File: config.mk
export PLATFORM = sky130hd
export DESIGN_NAME = trig_event_arbiter
export DESIGN_NICKNAME = d
export VERILOG_FILES = /design/src/rtl/trig_arb_pkg.sv /design/src/rtl/trig_debounce.sv /design/src/rtl/start_timer.sv /design/src/rtl/event_grant.sv /design/src/rtl/trig_event_arbiter.sv
export SDC_FILE = /design/constraint.sdc
export NUM_CORES = 1
export LEC_CHECK = 0
export BUFFER_PORTS_ARGS = -buffer_cell sky130_fd_sc_hd__buf_2
export CAP_MARGIN = 20
export CORE_MARGIN = 5
export CORE_UTILIZATION = 53
export CTS_CLUSTER_DIAMETER = 200
export DETAILED_ROUTE_END_ITERATION = 7
export PLACE_DENSITY = 0.71
export SLEW_MARGIN = 20
export SYNTH_ARGS = -nofsm -noshare
export SYNTH_HDL_FRONTEND = slang
export SYNTH_SLANG_ARGS = --single-unit
File: constraint.sdc
create_clock -name clk -period 8.25 [get_ports clk]
set_clock_uncertainty 0.1 [all_clocks]
set_input_delay 1.2375 -clock clk [delete_from_list [all_inputs] [get_ports clk]]
set_output_delay 1.2375 -clock clk [all_outputs]
set_load 0.1 [all_outputs]
File: src/rtl/trig_arb_pkg.sv
package trig_arb_pkg;
  localparam int NUM_EV = 10;
  localparam int CODE_W = 4;
  localparam int NUM_PIN = 4;

  typedef enum logic [CODE_W-1:0] {
    EV_START = 4'd0, EV_P1_DN = 4'd1, EV_P1_UP = 4'd2,
    EV_P2_DN = 4'd3, EV_P2_UP = 4'd4, EV_P5_DN = 4'd5,
    EV_P5_UP = 4'd6, EV_P6_DN = 4'd7, EV_P6_UP = 4'd8,
    EV_JUMP  = 4'd9
  } ev_code_e;

  // lowest set index wins
  function automatic logic [CODE_W-1:0] lowest_set(input logic [NUM_EV-1:0] v);
    logic [CODE_W-1:0] r;
    r = '0;
    for (int i = NUM_EV - 1; i >= 0; i--) begin
      if (v[i]) r = CODE_W'(i);
    end
    return r;
  endfunction
endpackage

File: src/rtl/trig_debounce.sv
module trig_debounce #(
  parameter int LONG_TICKS  = 500,
  parameter int SHORT_TICKS = 4
) (
  input  logic clk,
  input  logic rst_n,
  input  logic tick,
  input  logic long_sel,
  input  logic raw_n,
  output logic fell,
  output logic rose
);
  localparam int MAXT  = (LONG_TICKS > SHORT_TICKS) ? LONG_TICKS : SHORT_TICKS;
  localparam int CNT_W = $clog2(MAXT + 1);

  logic             s1, s2, level;
  logic [CNT_W-1:0] cnt;
  logic [CNT_W:0]   limit, next_cnt;

  assign limit    = long_sel ? (CNT_W+1)'(LONG_TICKS) : (CNT_W+1)'(SHORT_TICKS);
  assign next_cnt = {1'b0, cnt} + 1'b1;

  always_ff @(posedge clk or negedge rst_n) begin
    if (!rst_n) begin
      s1    <= 1'b1;
      s2    <= 1'b1;
      level <= 1'b1;
      cnt   <= '0;
      fell  <= 1'b0;
      rose  <= 1'b0;
    end else begin
      s1   <= raw_n;
      s2   <= s1;
      fell <= 1'b0;
      rose <= 1'b0;
      if (s2 == level) begin
        cnt <= '0;
      end else if (tick) begin
        if (next_cnt >= limit) begin
          level <= s2;
          cnt   <= '0;
          fell  <= ~s2;
          rose  <= s2;
        end else begin
          cnt <= next_cnt[CNT_W-1:0];
        end
      end
    end
  end
endmodule

File: src/rtl/start_timer.sv
module start_timer #(
  parameter int POI_TICKS = 1600
) (
  input  logic clk,
  input  logic rst_n,
  input  logic tick,
  output logic req
);
  localparam int CNT_W = $clog2(POI_TICKS + 1);

  logic [CNT_W-1:0] cnt;
  logic             done;

  always_ff @(posedge clk or negedge rst_n) begin
    if (!rst_n) begin
      cnt  <= '0;
      done <= 1'b0;
      req  <= 1'b0;
    end else begin
      req <= 1'b0;
      if (!done && tick) begin
        if (cnt == CNT_W'(POI_TICKS - 1)) begin
          req  <= 1'b1;
          done <= 1'b1;
        end else begin
          cnt <= cnt + 1'b1;
        end
      end
    end
  end
endmodule

File: src/rtl/event_grant.sv
module event_grant
  import trig_arb_pkg::*;
(
  input  logic              clk,
  input  logic              rst_n,
  input  logic [NUM_EV-1:0] set_vec,
  input  logic              ready,
  output logic              valid,
  output logic [CODE_W-1:0] code
);
  logic [NUM_EV-1:0] pend, clr;
  logic [CODE_W-1:0] pick;
  logic              load;

  assign load = !valid || ready;
  assign pick = lowest_set(pend);

  always_comb begin
    clr = '0;
    if (load && (|pend)) clr = NUM_EV'(1) << pick;
  end

  always_ff @(posedge clk or negedge rst_n) begin
    if (!rst_n) begin
      pend  <= '0;
      valid <= 1'b0;
      code  <= '0;
    end else begin
      pend <= (pend & ~clr) | set_vec;
      if (load) begin
        valid <= |pend;
        code  <= pick;
      end
    end
  end
endmodule

File: src/rtl/trig_event_arbiter.sv
module trig_event_arbiter
  import trig_arb_pkg::*;
#(
  parameter int LONG_TICKS  = 500,
  parameter int SHORT_TICKS = 4,
  parameter int POI_TICKS   = 1600
) (
  input  logic              clk,
  input  logic              rst_n,
  input  logic              tick,
  input  logic [3:0]        trig_n,
  input  logic              en_a_wr,
  input  logic              en_b_wr,
  input  logic              mode_wr,
  input  logic [7:0]        wr_data,
  input  logic              jump_req,
  output logic              ev_valid,
  input  logic              ev_ready,
  output logic [CODE_W-1:0] ev_code
);
  localparam logic [7:0] EN_RST   = 8'h33;
  localparam logic [7:0] MODE_RST = 8'hFF;
  localparam int         LONG_BIT = 4;

  logic [7:0]         en_a, en_b, mode;
  logic [NUM_PIN-1:0] fell, rose;
  logic               start_req;
  logic [NUM_EV-1:0]  set_vec;

  always_ff @(posedge clk or negedge rst_n) begin
    if (!rst_n) begin
      en_a <= EN_RST;
      en_b <= EN_RST;
      mode <= MODE_RST;
    end else begin
      if (en_a_wr) en_a <= wr_data;
      if (en_b_wr) en_b <= wr_data;
      if (mode_wr) mode <= wr_data;
    end
  end

  start_timer #(.POI_TICKS(POI_TICKS)) u_start (
    .clk(clk), .rst_n(rst_n), .tick(tick), .req(start_req)
  );

  assign set_vec[0]        = start_req;
  assign set_vec[NUM_EV-1] = jump_req;

  for (genvar p = 0; p < NUM_PIN; p++) begin : g_pin
    localparam int SLOT = p % 2;
    logic [7:0] en_byte;
    assign en_byte = (p < 2) ? en_a : en_b;

    trig_debounce #(.LONG_TICKS(LONG_TICKS), .SHORT_TICKS(SHORT_TICKS)) u_db (
      .clk(clk), .rst_n(rst_n), .tick(tick), .long_sel(mode[LONG_BIT]),
      .raw_n(trig_n[p]), .fell(fell[p]), .rose(rose[p])
    );

    assign set_vec[1 + 2*p] = fell[p] & en_byte[SLOT];
    assign set_vec[2 + 2*p] = rose[p] & en_byte[SLOT + 4];
  end

  event_grant u_grant (
    .clk(clk), .rst_n(rst_n), .set_vec(set_vec), .ready(ev_ready),
    .valid(ev_valid), .code(ev_code)
  );
endmodule

==> Flow_metrics.wiki, run 1 <==
{| class="wikitable"
! Metric !! Value
|-
| Maximum number of pins on one net before global-route repair || 53
|-
| Chip Height || 106.4 µm
|-
| H-tree depth || 3
|-
| Actual transition at the worst max-transition pin || 0.7900 ns
|-
| Remaining global-route overflow || 0
|-
| Worst IR Drop VDD || 160.6 µV
|-
| Area enclosed by the die boundary || 0.01132 mm²
|-
| Final wirelength || 9059 µm
|-
| Count of buffering cells on the critical path with inverters included || 0
|-
| Data arrival time of the critical path || 3.57 ns
|-
| Crit path top cell by count || ha_1
|-
| Post-place instance area || 0.005130 mm²
|-
| Achievable clock frequency || 295.1 MHz
|-
| Clock transition time at the flip-flop clock pins of the worst setup and hold paths || 0.09 ns
|-
| Maximum net fanout on the critical path || 8
|-
| Cell count after synthesis || 457
|-
| Share of the yosys chip area belonging to registers || 47.79%
|-
| Routed via count divided by cell count || 5.906
|-
| Number of clock sinks || 93
|-
| Number of antenna violations at the first check in global routing || 0
|-
| Final Util || 58.10%
|-
| Global routing usage summed across all routing layers || 17.26%
|-
| Period minus WS final || 3.389 ns
|-
| Finish-stage setup viols || 0
|-
| Worst slew slack as a fraction of its limit || 47.27%
|-
| Total Nets Final || 528
|-
| Tcrit/Tclk final || 41.07%
|-
| Post-cts hold buffer count || 0
|-
| Cell at the root of the clock tree || clkbuf_8
|-
| CP max-delay cell || dfrtp_1
|-
| Number of core rows || 35
|-
| Wire length per cell || 15.25 µm
|-
| Dominant synthesized flop cell || dfrtp_1
|-
| Areal power density over the cells || 199.1 mW/mm²
|-
| Sort of element at the end of the critical path || register
|-
| Effective utilization at floorplan || 53.81%
|-
| Hold Fails Final Rpt || 0
|-
| Area of all placed cells without fillers || 0.005318 mm²
|-
| Synth Area per Inst || 10.78 µm²
|-
| Outcome || finished, final reports clean
|-
| Min setup slack post-route || 4.861 ns
|-
| Leakage power || 0.002461 µW
|-
| CTS tree || built
|-
| Die boundary width || 106.4 µm
|-
| Wire length of the first global-routing pass || 15990 µm
|-
| Final estimated routing congestion in global placement || 0.8560
|-
| Post-cts resize count || 0
|-
| Maximum buffer depth of the clock tree || 2
|-
| DR iter-0 viols || 187
|-
| Antenna viol nets, final || 0
|-
| Drt drc || 0
|-
| Number of synthesized flops with an enable pin || 0
|-
| Clock Latency Late Sink || 0.35 ns
|-
| Flip-flop and latch count after synthesis || 93
|-
| Kind of start point of the critical path || register
|-
| Port Buffer Count || 20
|-
| Vias in the first global route || 3507
|-
| Detailed-route via count || 3508
|-
| Mapped Area || 0.004925 mm²
|-
| Length of the first detailed-routing pass in iterations || 4
|-
| HPWL Detailed || 6653 µm
|-
| Worst Setup Path Type || register to register
|-
| Worst Path Required || 8.43 ns
|-
| Pins Over Slew Limit || 0
|-
| Setup_tns || 0 ns
|-
| Placement Setup Slack || 4.904 ns
|-
| Post-CTS Setup Bufs || 0
|-
| Crit path cell chain || ha_1, and3_1, nand3_1, nor2_1, xor2_1, ha_1, a41oi_1, o21ai_0, a31oi_2, a21oi_1, mux2_1
|-
| Library cells used by synthesis || 60
|-
| Top-level I/O count || 25
|-
| Layout overhead on the synthesized area || 7.978%
|-
| Post-synth ARST share || 100.0%
|-
| Placeable Area || 0.009153 mm²
|-
| Class of the most critical hold timing path || register to register
|-
| Ant diodes || 0
|-
| Delay-heaviest family, CP || compound AO/OA/AOI/OAI gates
|-
| Setup repair after global routing missed its margin || no
|-
| Maximum Capacitance Violations || 0
|-
| Net Count, Synth || 506
|-
| Share of cells above drive strength 1 || 16.98%
|-
| TritonCTS buffer count || 9
|-
| Setup slack on the worst flop-to-flop path || 4.86 ns
|-
| Highest cell delay on the worst timing path || 0.52 ns
|-
| Number of warnings issued by yosys || 0
|}
-- cells by family (layout without fill, tap and decap cells) --
| group | Yosys count | count (layout) | share of synthesized area [%] |
|---|---|---|---|
| buffers and inverters | 20 | 46 | 1.651 |
| AND/OR/NAND/NOR | 167 | 167 | 18.01 |
| AO/OA/AOI/OAI | 99 | 99 | 15.70 |
| XOR/XNOR | 33 | 33 | 5.869 |
| adder cells (fa/ha/maj) | 29 | 29 | 7.368 |
| flip-flops | 93 | 93 | 47.79 |
| multiplexers | 16 | 16 | 3.608 |
-- through the flow --
step           hold WS [ns]  total power, µW  std cells
4_1_cts              0.2663             1071        594
5_1_grt              0.2749             1116        594
3_5_place_dp         0.2581            772.2        579
6_report             0.2628             1058        594
3_3_place_gp         0.2562            763.6        579
2_1_floorplan        0.2452            715.1        457
-- state kept, by name, summed over array words and instances, names as in the netlist, 4 cells and up --
register / flops
en_a: 4
en_b: 4
g_pin.u_db.cnt: 36
g_pin.u_db.fell: 4
g_pin.u_db.level: 4
g_pin.u_db.rose: 4
g_pin.u_db.s1: 4
g_pin.u_db.s2: 4
u_grant.code: 4
u_grant.pend: 10
u_start.cnt: 11
-- power by group --
part	total [µW]	switching [µW]	internal, µW
combinational	219	156	63.4
clock	297	158	138
sequential	542	37.8	504
total	1060	352	706
-- path summary, 6_finish.rpt --
check,start,to,cells after the start
min in group asynchronous,rst_n,u_start.cnt[8]$_DFFE_PN0P_,1
worst min-delay path,g_pin[3].u_db.s1$_DFF_PN1_,g_pin[3].u_db.s2$_DFF_PN1_,0
worst min register to register,g_pin[3].u_db.s1$_DFF_PN1_,g_pin[3].u_db.s2$_DFF_PN1_,0
max in group asynchronous,rst_n,g_pin[1].u_db.cnt[8]$_DFFE_PN0P_,2
worst max register to register,g_pin[2].u_db.cnt[0]$_DFFE_PN0P_,g_pin[2].u_db.level$_DFFE_PN1P_,11
worst max-delay path,g_pin[2].u_db.cnt[0]$_DFFE_PN0P_,g_pin[2].u_db.level$_DFFE_PN1P_,11
-- final cells by class --
| type | instances | area, µm² |
|---|---|---|
| flip-flops and latches | 93 | 2354 |
| fillers | 785 | 3835 |
| clock buffers | 9 | 123.9 |
| multi-input cells | 344 | 2490 |
| repair buffers | 21 | 110.1 |
| inverters | 10 | 37.54 |
| clock inverters | 6 | 63.81 |
| well taps | 111 | 138.9 |
-- cells in the final DEF (no fill, tap or decap), types with 3 or more instances in the layout --
cell / n
and2_1: 9
nand4b_1: 3
a21oi_1: 7
nor3_1: 8
o31ai_1: 5
a32o_1: 8
inv_1: 10
a31oi_1: 4
o2111ai_1: 6
o21ai_1: 7
a211oi_1: 3
buf_2: 19
mux2_2: 9
xnor2_1: 17
nand3_1: 20
o2bb2ai_1: 3
nand2b_1: 12
nand4_1: 11
and3_1: 8
mux2_1: 5
or3_1: 3
xor2_1: 16
or2_1: 3
nor2_1: 17
dfstp_2: 21
nor2b_1: 6
clkbuf_8: 9
dfrtp_1: 72
o21ai_0: 12
a22o_1: 14
a21o_1: 10
ha_1: 29
nor3b_1: 6
a21oi_2: 3
nand2_1: 48
o21ai_2: 3
-- per-layer routing --
layer  vias up  wire (µm)  track usage (%)
li1       1711          -                -
met1      1730       4409            22.75
met2        53       4179            28.28
met3        14        316            3.522
met4         0        153            6.105
met5         -          0                0
-- synthesized netlist by cell type (3+ instances only) --
| master | n | area (µm²) |
|---|---|---|
| a21oi_1 | 7 | 35.03 |
| a32o_1 | 8 | 80.08 |
| nand4b_1 | 3 | 26.28 |
| o21ai_2 | 3 | 26.28 |
| or3_1 | 3 | 18.77 |
| nor3_1 | 8 | 40.04 |
| mux2_1 | 5 | 56.30 |
| o21ai_0 | 12 | 60.06 |
| clkbuf_1 | 4 | 15.01 |
| nor2b_1 | 6 | 37.54 |
| and2_1 | 9 | 56.30 |
| xor2_1 | 16 | 140.1 |
| dfstp_2 | 21 | 551.8 |
| buf_2 | 5 | 25.02 |
| nor2_1 | 17 | 63.81 |
| dfrtp_1 | 72 | 1802 |
| o21ai_1 | 7 | 35.03 |
| xnor2_1 | 17 | 148.9 |
| or2_1 | 3 | 18.77 |
| a31oi_1 | 4 | 25.02 |
| a21oi_2 | 3 | 26.28 |
| mux2_2 | 9 | 101.4 |
| inv_1 | 10 | 37.54 |
| o31ai_1 | 5 | 37.54 |
| a22o_1 | 14 | 122.6 |
| ha_1 | 29 | 362.9 |
| a21o_1 | 10 | 75.07 |
| and3_1 | 8 | 50.05 |
| nand2_1 | 48 | 180.2 |
| a211oi_1 | 3 | 22.52 |
| o2bb2ai_1 | 3 | 26.28 |
| nand3_1 | 20 | 100.1 |
| nand2b_1 | 12 | 75.07 |
| o2111ai_1 | 6 | 52.55 |
| nand4_1 | 11 | 68.82 |
| nor3b_1 | 6 | 45.04 |
Power figures use the tool's default switching activity.
==> run 2, diff against run 1 <==
Clock period 8.25 ns to 3.5 ns, I/O delays scaled along.
==> Flow_metrics.wiki, run 2 (synthesized netlist as in run 1, its figures left out) <==
{| class="wikitable"
! Metric !! Value
|-
| Placeable Area || 0.009153 mm²
|-
| Layout overhead on the synthesized area || 9.273%
|-
| Final hold slack || 0.06437 ns
|-
| Outcome || finished, final reports clean
|-
| Placement Setup Slack || 0.1132 ns
|-
| HPWL Detailed || 6797 µm
|-
| CTS tree || built
|-
| Number of core rows || 35
|-
| Worst slew slack as a fraction of its limit || 47.47%
|-
| Period minus WS final || 3.293 ns
|-
| Vias in the first global route || 3529
|-
| Final Util || 58.80%
|-
| Most common library cell in the layout ignoring fill and taps || dfrtp_1
|-
| Min setup slack post-route || 0.2066 ns
|-
| Antenna viol nets, final || 0
|-
| Largest register FFs || 36
|-
| Remaining global-route overflow || 0
|-
| Clock transition time at the flip-flop clock pins of the worst setup and hold paths || 0.09 ns
|-
| CP max-delay cell || dfrtp_1
|-
| H-tree depth || 3
|-
| Kind of start point of the critical path || register
|-
| Maximum net fanout on the critical path || 8
|-
| Post-cts hold buffer count || 0
|-
| Maximum Capacitance Violations || 0
|-
| Worst IR Drop VDD || 276.0 µV
|-
| Cell at the root of the clock tree || clkbuf_8
|-
| Number of antenna violations at the first check in global routing || 0
|-
| Hold Fails Final Rpt || 0
|-
| TritonCTS buffer count || 9
|-
| Global routing usage summed across all routing layers || 17.50%
|-
| Detailed-route via count || 3549
|-
| Pins Over Slew Limit || 0
|-
| Share of cells above drive strength 1 || 17.86%
|-
| Crit path cell chain || ha_2, and3_1, nand3_1, nor2_1, xor2_1, ha_1, a41oi_1, o21ai_0, a31oi_2, a21oi_1, mux2_1
|-
| Final wirelength || 9475 µm
|-
| Total Nets Final || 531
|-
| Tcrit/Tclk final || 94.10%
|-
| Biggest regs || g_pin.u_db.cnt: 36 flops, u_start.cnt: 11 flops, u_grant.pend: 10 flops
|-
| Die boundary width || 106.4 µm
|-
| Chip Height || 106.4 µm
|-
| Sort of element at the end of the critical path || register
|-
| Achievable clock frequency || 303.6 MHz
|-
| Drt drc || 0
|-
| Wire length per cell || 15.84 µm
|-
| Count of buffering cells on the critical path with inverters included || 0
|-
| DR iter-0 viols || 162
|-
| Effective utilization at floorplan || 53.81%
|-
| Port Buffer Count || 20
|-
| Wire length of the first global-routing pass || 16280 µm
|-
| Areal power density over the cells || 483.9 mW/mm²
|-
| Routed via count divided by cell count || 5.935
|-
| Worst Path Required || 3.69 ns
|-
| Finish-stage setup viols || 0
|-
| Leakage power || 0.002491 µW
|-
| Ant diodes || 0
|-
| Worst Setup Path Type || register to register
|-
| Setup slack on the worst flop-to-flop path || 0.21 ns
|-
| Number of clock sinks || 93
|-
| Length of the first detailed-routing pass in iterations || 6
|-
| Delay-heaviest family, CP || compound AO/OA/AOI/OAI gates
|-
| Design Power || 2604 µW
|-
| Actual transition at the worst max-transition pin || 0.7880 ns
|-
| Final estimated routing congestion in global placement || 0.8874
|-
| Top-level I/O count || 25
|-
| Clock Latency Late Sink || 0.37 ns
|-
| Most flops, register || g_pin.u_db.cnt
|-
| Area enclosed by the die boundary || 0.01132 mm²
|-
| Maximum number of pins on one net before global-route repair || 88
|-
| Class of the most critical hold timing path || input port to async pin
|-
| Commonest cells after routing, fill and taps aside || 72 x dfrtp_1, 48 x nand2_1, 28 x ha_1
|-
| Maximum buffer depth of the clock tree || 2
|-
| Highest cell delay on the worst timing path || 0.49 ns
|-
| Data arrival time of the critical path || 3.48 ns
|}
-- run 2: changes by cell type in the layout (fill, tap and decap cells not counted) --
cell,before,now
bufinv_16,1,2
ha_1,29,28
ha_2,0,1
clkinv_2,2,1
buf_6,0,1
clkinv_4,0,2
buf_4,2,4
clkinvlp_4,2,1
-- run 2: area by class of cell --
| type | instances | area (µm²) |
|---|---|---|
| clock buffer | 9 | 123.9 |
| clock inverter | 7 | 98.84 |
| fill | 777 | 3771 |
| inverter | 10 | 37.54 |
| multi-input combinational | 344 | 2492 |
| sequential | 93 | 2354 |
| tap | 111 | 138.9 |
| timing repair buffer | 24 | 136.4 |
-- run 2: routing by layer --
metal  track usage (%)  part of all wire (%)  up-vias
met5                 0                     0        -
met3             2.732                   3.9       13
met4             5.458                   1.3        0
li1                  -                     -     1721
met2             29.46                    48       73
met1             23.22                    47     1742
-- run 2: report_power, final --
| part | leakage [µW] | internal [µW] | total (µW) | switching (µW) |
|---|---|---|---|---|
| combinational | 0.00119 | 151 | 522 | 371 |
| clock | 0.000110 | 406 | 804 | 398 |
| sequential | 0.00119 | 1190 | 1280 | 89.7 |
| total | 0.00249 | 1750 | 2600 | 858 |
-- run 2: stage by stage --
stage | area, µm² | setup TNS [ns] | std cells
after floorplan | 4925 | 0 | 457
after global placement | 5137 | 0 | 580
after detailed placement | 5137 | 0 | 580
after CTS | 5360 | 0 | 596
after global routing | 5381 | -0.0007969 | 598
final | 5381 | 0 | 598
-- run 2: final timing paths --
path	from	to	cells after the start
worst min register to register	g_pin[3].u_db.s1$_DFF_PN1_	g_pin[3].u_db.s2$_DFF_PN1_	0
worst max-delay path	g_pin[2].u_db.cnt[0]$_DFFE_PN0P_	g_pin[2].u_db.level$_DFFE_PN1P_	11
max in group asynchronous	rst_n	en_a[1]$_DFFE_PN1P_	2
worst min-delay path	rst_n	u_start.cnt[5]$_DFFE_PN0P_	1
min in group clk	trig_n[0]	g_pin[0].u_db.s1$_DFF_PN1_	1
worst max register to register	g_pin[2].u_db.cnt[0]$_DFFE_PN0P_	g_pin[2].u_db.level$_DFFE_PN1P_	11
-- run 2: worst reg2reg max path, delay by kind of cell (launching register included) --
kind / cells / cell delay [ns]
AO/OA/AOI/OAI: 4 / 0.90
XOR/XNOR: 1 / 0.24
adder cells (fa/ha/maj): 2 / 0.59
flip-flops: 1 / 0.49
multiplexers: 1 / 0.36
AND/OR/NAND/NOR: 3 / 0.54
-- run 2: repair_timing --
| item | CTS | global route |
|---|---|---|
| resized for setup | 0 | 1 |
| endpoints found under the setup margin | 0 | 6 |
| setup buffers | 0 | 2 |
| endpoints found under the hold margin | 0 | 0 |
==> run 3, diff against run 2 <==
Settings changed: PLACE_DENSITY 0.71 to 0.7, SYNTH_HIERARCHICAL set to 1.
==> Flow_metrics.wiki, run 3 <==
{| class="wikitable"
! Metric !! Value
|-
| Class of the most critical hold timing path || input port to async pin
|-
| Maximum number of pins on one net before global-route repair || 48
|-
| Areal power density over the cells || 440.5 mW/mm²
|-
| Finish-stage setup viols || 0
|-
| Mapped Area || 0.005206 mm²
|-
| Most common library cell in the layout ignoring fill and taps || dfrtp_1
|-
| Commonest cells after routing, fill and taps aside || 72 x dfrtp_1, 36 x nand2_1, 29 x ha_1
|-
| CTS tree || built
|-
| Detailed-route via count || 3658
|-
| Total Nets Final || 541
|-
| Final hold slack || 0.07943 ns
|-
| Portion of synthesized cell area occupied by the leading cell type || 34.61%
|-
| Top-count cell post-synth || dfrtp_1
|-
| Wire length per cell || 15.23 µm
|-
| Library cells used by synthesis || 67
|-
| Actual transition at the worst max-transition pin || 0.7393 ns
|-
| Setup_tns || 0 ns
|-
| Global routing usage summed across all routing layers || 17.66%
|-
| Length of the first detailed-routing pass in iterations || 5
|-
| Ant diodes || 0
|-
| Outcome || finished, final reports clean
|-
| Startpoint of the worst-slack reg-to-reg timing path || g_pin[2].u_db/cnt[2]$_DFFE_PN0P_
|-
| Cell accounting for the most synthesized area || dfrtp_1
|-
| Biggest regs || g_pin.u_db/cnt: 36 flops, u_start/cnt: 11 flops, u_grant/pend: 10 flops
|-
| Worst slew slack as a fraction of its limit || 50.61%
|-
| H-tree depth || 3
|-
| Final wirelength || 9598 µm
|-
| Cell count after synthesis || 469
|-
| Number of core rows || 36
|-
| Die boundary width || 109.1 µm
|-
| Placeable Area || 0.009684 mm²
|-
| Routed via count divided by cell count || 5.806
|-
| Critical register-to-register path endpoint || g_pin[2].u_db/cnt[2]$_DFFE_PN0P_
|-
| Number of cells after detailed placement || 614
|-
| Hold Fails Final Rpt || 0
|-
| Post-CTS Setup Bufs || 0
|-
| Final std cells w/o fill || 630
|-
| Period minus WS final || 2.800 ns
|-
| TritonCTS buffer count || 9
|-
| Capturing instance or port of the critical path || g_pin[2].u_db/cnt[2]$_DFFE_PN0P_
|-
| Net Count, Synth || 518
|-
| Most instantiated cells after synthesis || 72 x dfrtp_1, 36 x nand2_1, 29 x ha_1
|-
| Worst IR Drop VDD || 258.6 µV
|-
| Clock transition time at the flip-flop clock pins of the worst setup and hold paths || 0.09 ns
|-
| Area enclosed by the die boundary || 0.01191 mm²
|-
| Kind of start point of the critical path || register
|-
| Post-place instance area || 0.005415 mm²
|-
| Share of cells above drive strength 1 || 20.72%
|-
| Number of synthesized flops with an enable pin || 0
|-
| Data arrival time of the critical path || 2.99 ns
|-
| Top-level I/O count || 25
|-
| Wire length of the first global-routing pass || 16790 µm
|-
| Area of all placed cells without fillers || 0.005613 mm²
|-
| Share of the yosys chip area belonging to registers || 45.21%
|-
| Launch point of the worst path || g_pin[2].u_db/cnt[2]$_DFFE_PN0P_
|-
| Most flops, register || g_pin.u_db/cnt
|-
| Pins Over Slew Limit || 0
|-
| Post-synth ARST share || 100.0%
|-
| Vias in the first global route || 3599
|-
| Clock Latency Late Sink || 0.35 ns
|-
| Sort of element at the end of the critical path || register
|-
| Cell at the root of the clock tree || clkbuf_8
|-
| Post-cts hold buffer count || 0
|-
| HPWL Detailed || 6855 µm
|-
| Number of clock sinks || 93
|-
| Worst Setup Path Type || register to register
|-
| Post-cts resize count || 0
|-
| Effective utilization at floorplan || 53.76%
|-
| Number of warnings issued by yosys || 6
|-
| Setup slack on the worst flop-to-flop path || 0.70 ns
|-
| Final estimated routing congestion in global placement || 0.8941
|-
| Achievable clock frequency || 357.2 MHz
|-
| Maximum buffer depth of the clock tree || 2
|-
| Dominant synthesized flop cell || dfrtp_1
|-
| Number of antenna violations at the first check in global routing || 0
|-
| Chip Height || 109.1 µm
|-
| Port Buffer Count || 20
|-
| Maximum net fanout on the critical path || 8
|-
| Layout overhead on the synthesized area || 7.811%
|-
| Tcrit/Tclk final || 79.99%
|-
| Remaining global-route overflow || 0
|-
| Leakage power || 0.002691 µW
|-
| Drt drc || 0
|-
| Setup repair after global routing missed its margin || no
|-
| Worst Path Required || 3.69 ns
|-
| Largest register FFs || 36
|-
| Maximum Capacitance Violations || 0
|-
| Biggest area contributors in the synthesized netlist || dfrtp_1 35%, dfstp_2 11%, ha_1 7.0%, mux2_1 2.8%, a22o_1 2.7%
|-
| Flip-flop and latch count after synthesis || 93
|-
| DR iter-0 viols || 239
|-
| Depth of the worst register-to-register path || 9
|-
| Synth Area per Inst || 11.10 µm²
|-
| Antenna viol nets, final || 0
|}
run 3: cell count changes in the layout (fill, tap and decap cells not counted), sizes merged, moves of 8 or more:
cell and change:
nand2 -11, o21ai -11, a2111oi +8, a21oi +8, a221o +8, a32o -8
nor4 +8, xor2 -8
run 3: cell type report:
type                    instances  area, µm²
well taps                     133      166.4
flip-flops and latches         93       2354
clock buffers                   9      123.9
inverters                      12      45.04
repair buffers                 22      117.6
multi-input cells             354       2733
clock inverters                 7      73.82
fillers                       799       4071
run 3: how the worst min path moves through the flow:
stage / slack, ns / cells after the start / end / startpoint
after floorplan: 0.13 / 0 / g_pin[0].u_db/cnt[0]$_DFFE_PN0P_ / rst_n
after global placement: 0.25 / 0 / g_pin[3].u_db/s2$_DFF_PN1_ / g_pin[3].u_db/s1$_DFF_PN1_
after detailed placement: 0.25 / 0 / g_pin[1].u_db/s2$_DFF_PN1_ / g_pin[1].u_db/s1$_DFF_PN1_
after CTS: 0.09 / 1 / g_pin[2].u_db/cnt[8]$_DFFE_PN0P_ / rst_n
after global routing: 0.12 / 1 / g_pin[2].u_db/cnt[8]$_DFFE_PN0P_ / rst_n
final: 0.08 / 1 / g_pin[2].u_db/cnt[7]$_DFFE_PN0P_ / rst_n
run 3: worst max-delay path: stages (launching register included):
cell	delay (ns)
dfrtp_1	0.45
and3_1	0.24
and2_4	0.16
nand2_1	0.06
xnor2_1	0.20
ha_1	0.28
a21o_1	0.17
a221o_2	0.47
nor3_4	0.37
a311o_1	0.22
run 3: through the flow:
step / utilization (%) / setup WS [ns] / power, µW
finish: 57.96 / 0.7003 / 2472
global route: 57.96 / 0.4336 / 2603
CTS: 57.96 / 0.6460 / 2502
detailed placement: 55.92 / 0.6776 / 1770
global placement: 55.92 / 0.7627 / 1753
floorplan: - / 0.9500 / 1654
run 3: cell families after synthesis:
kind of cell    Yosys count  share of synthesized area [%]
compound gates          104                          16.56
xor+xnor                 23                          3.869
fa+ha+maj                29                          6.970
buf+inv                  22                          2.307
flops                    93                          45.21
mux                      19                          4.158
simple gates            179                          20.93
run 3: where the power goes:
| group | switching, µW | total (µW) | internal [µW] |
|---|---|---|---|
| Sequential | 89.5 | 1260 | 1170 |
| Combinational | 340 | 486 | 145 |
| Clock | 389 | 723 | 334 |
run 3: per-layer routing:
metal	routed length, µm	vias to the layer above	global-route usage [%]
li1	-	1793	-
met1	4626	1795	24.61
met2	4529	58	27.72
met3	273	12	2.605
met4	168	0	7.033
met5	0	-	0
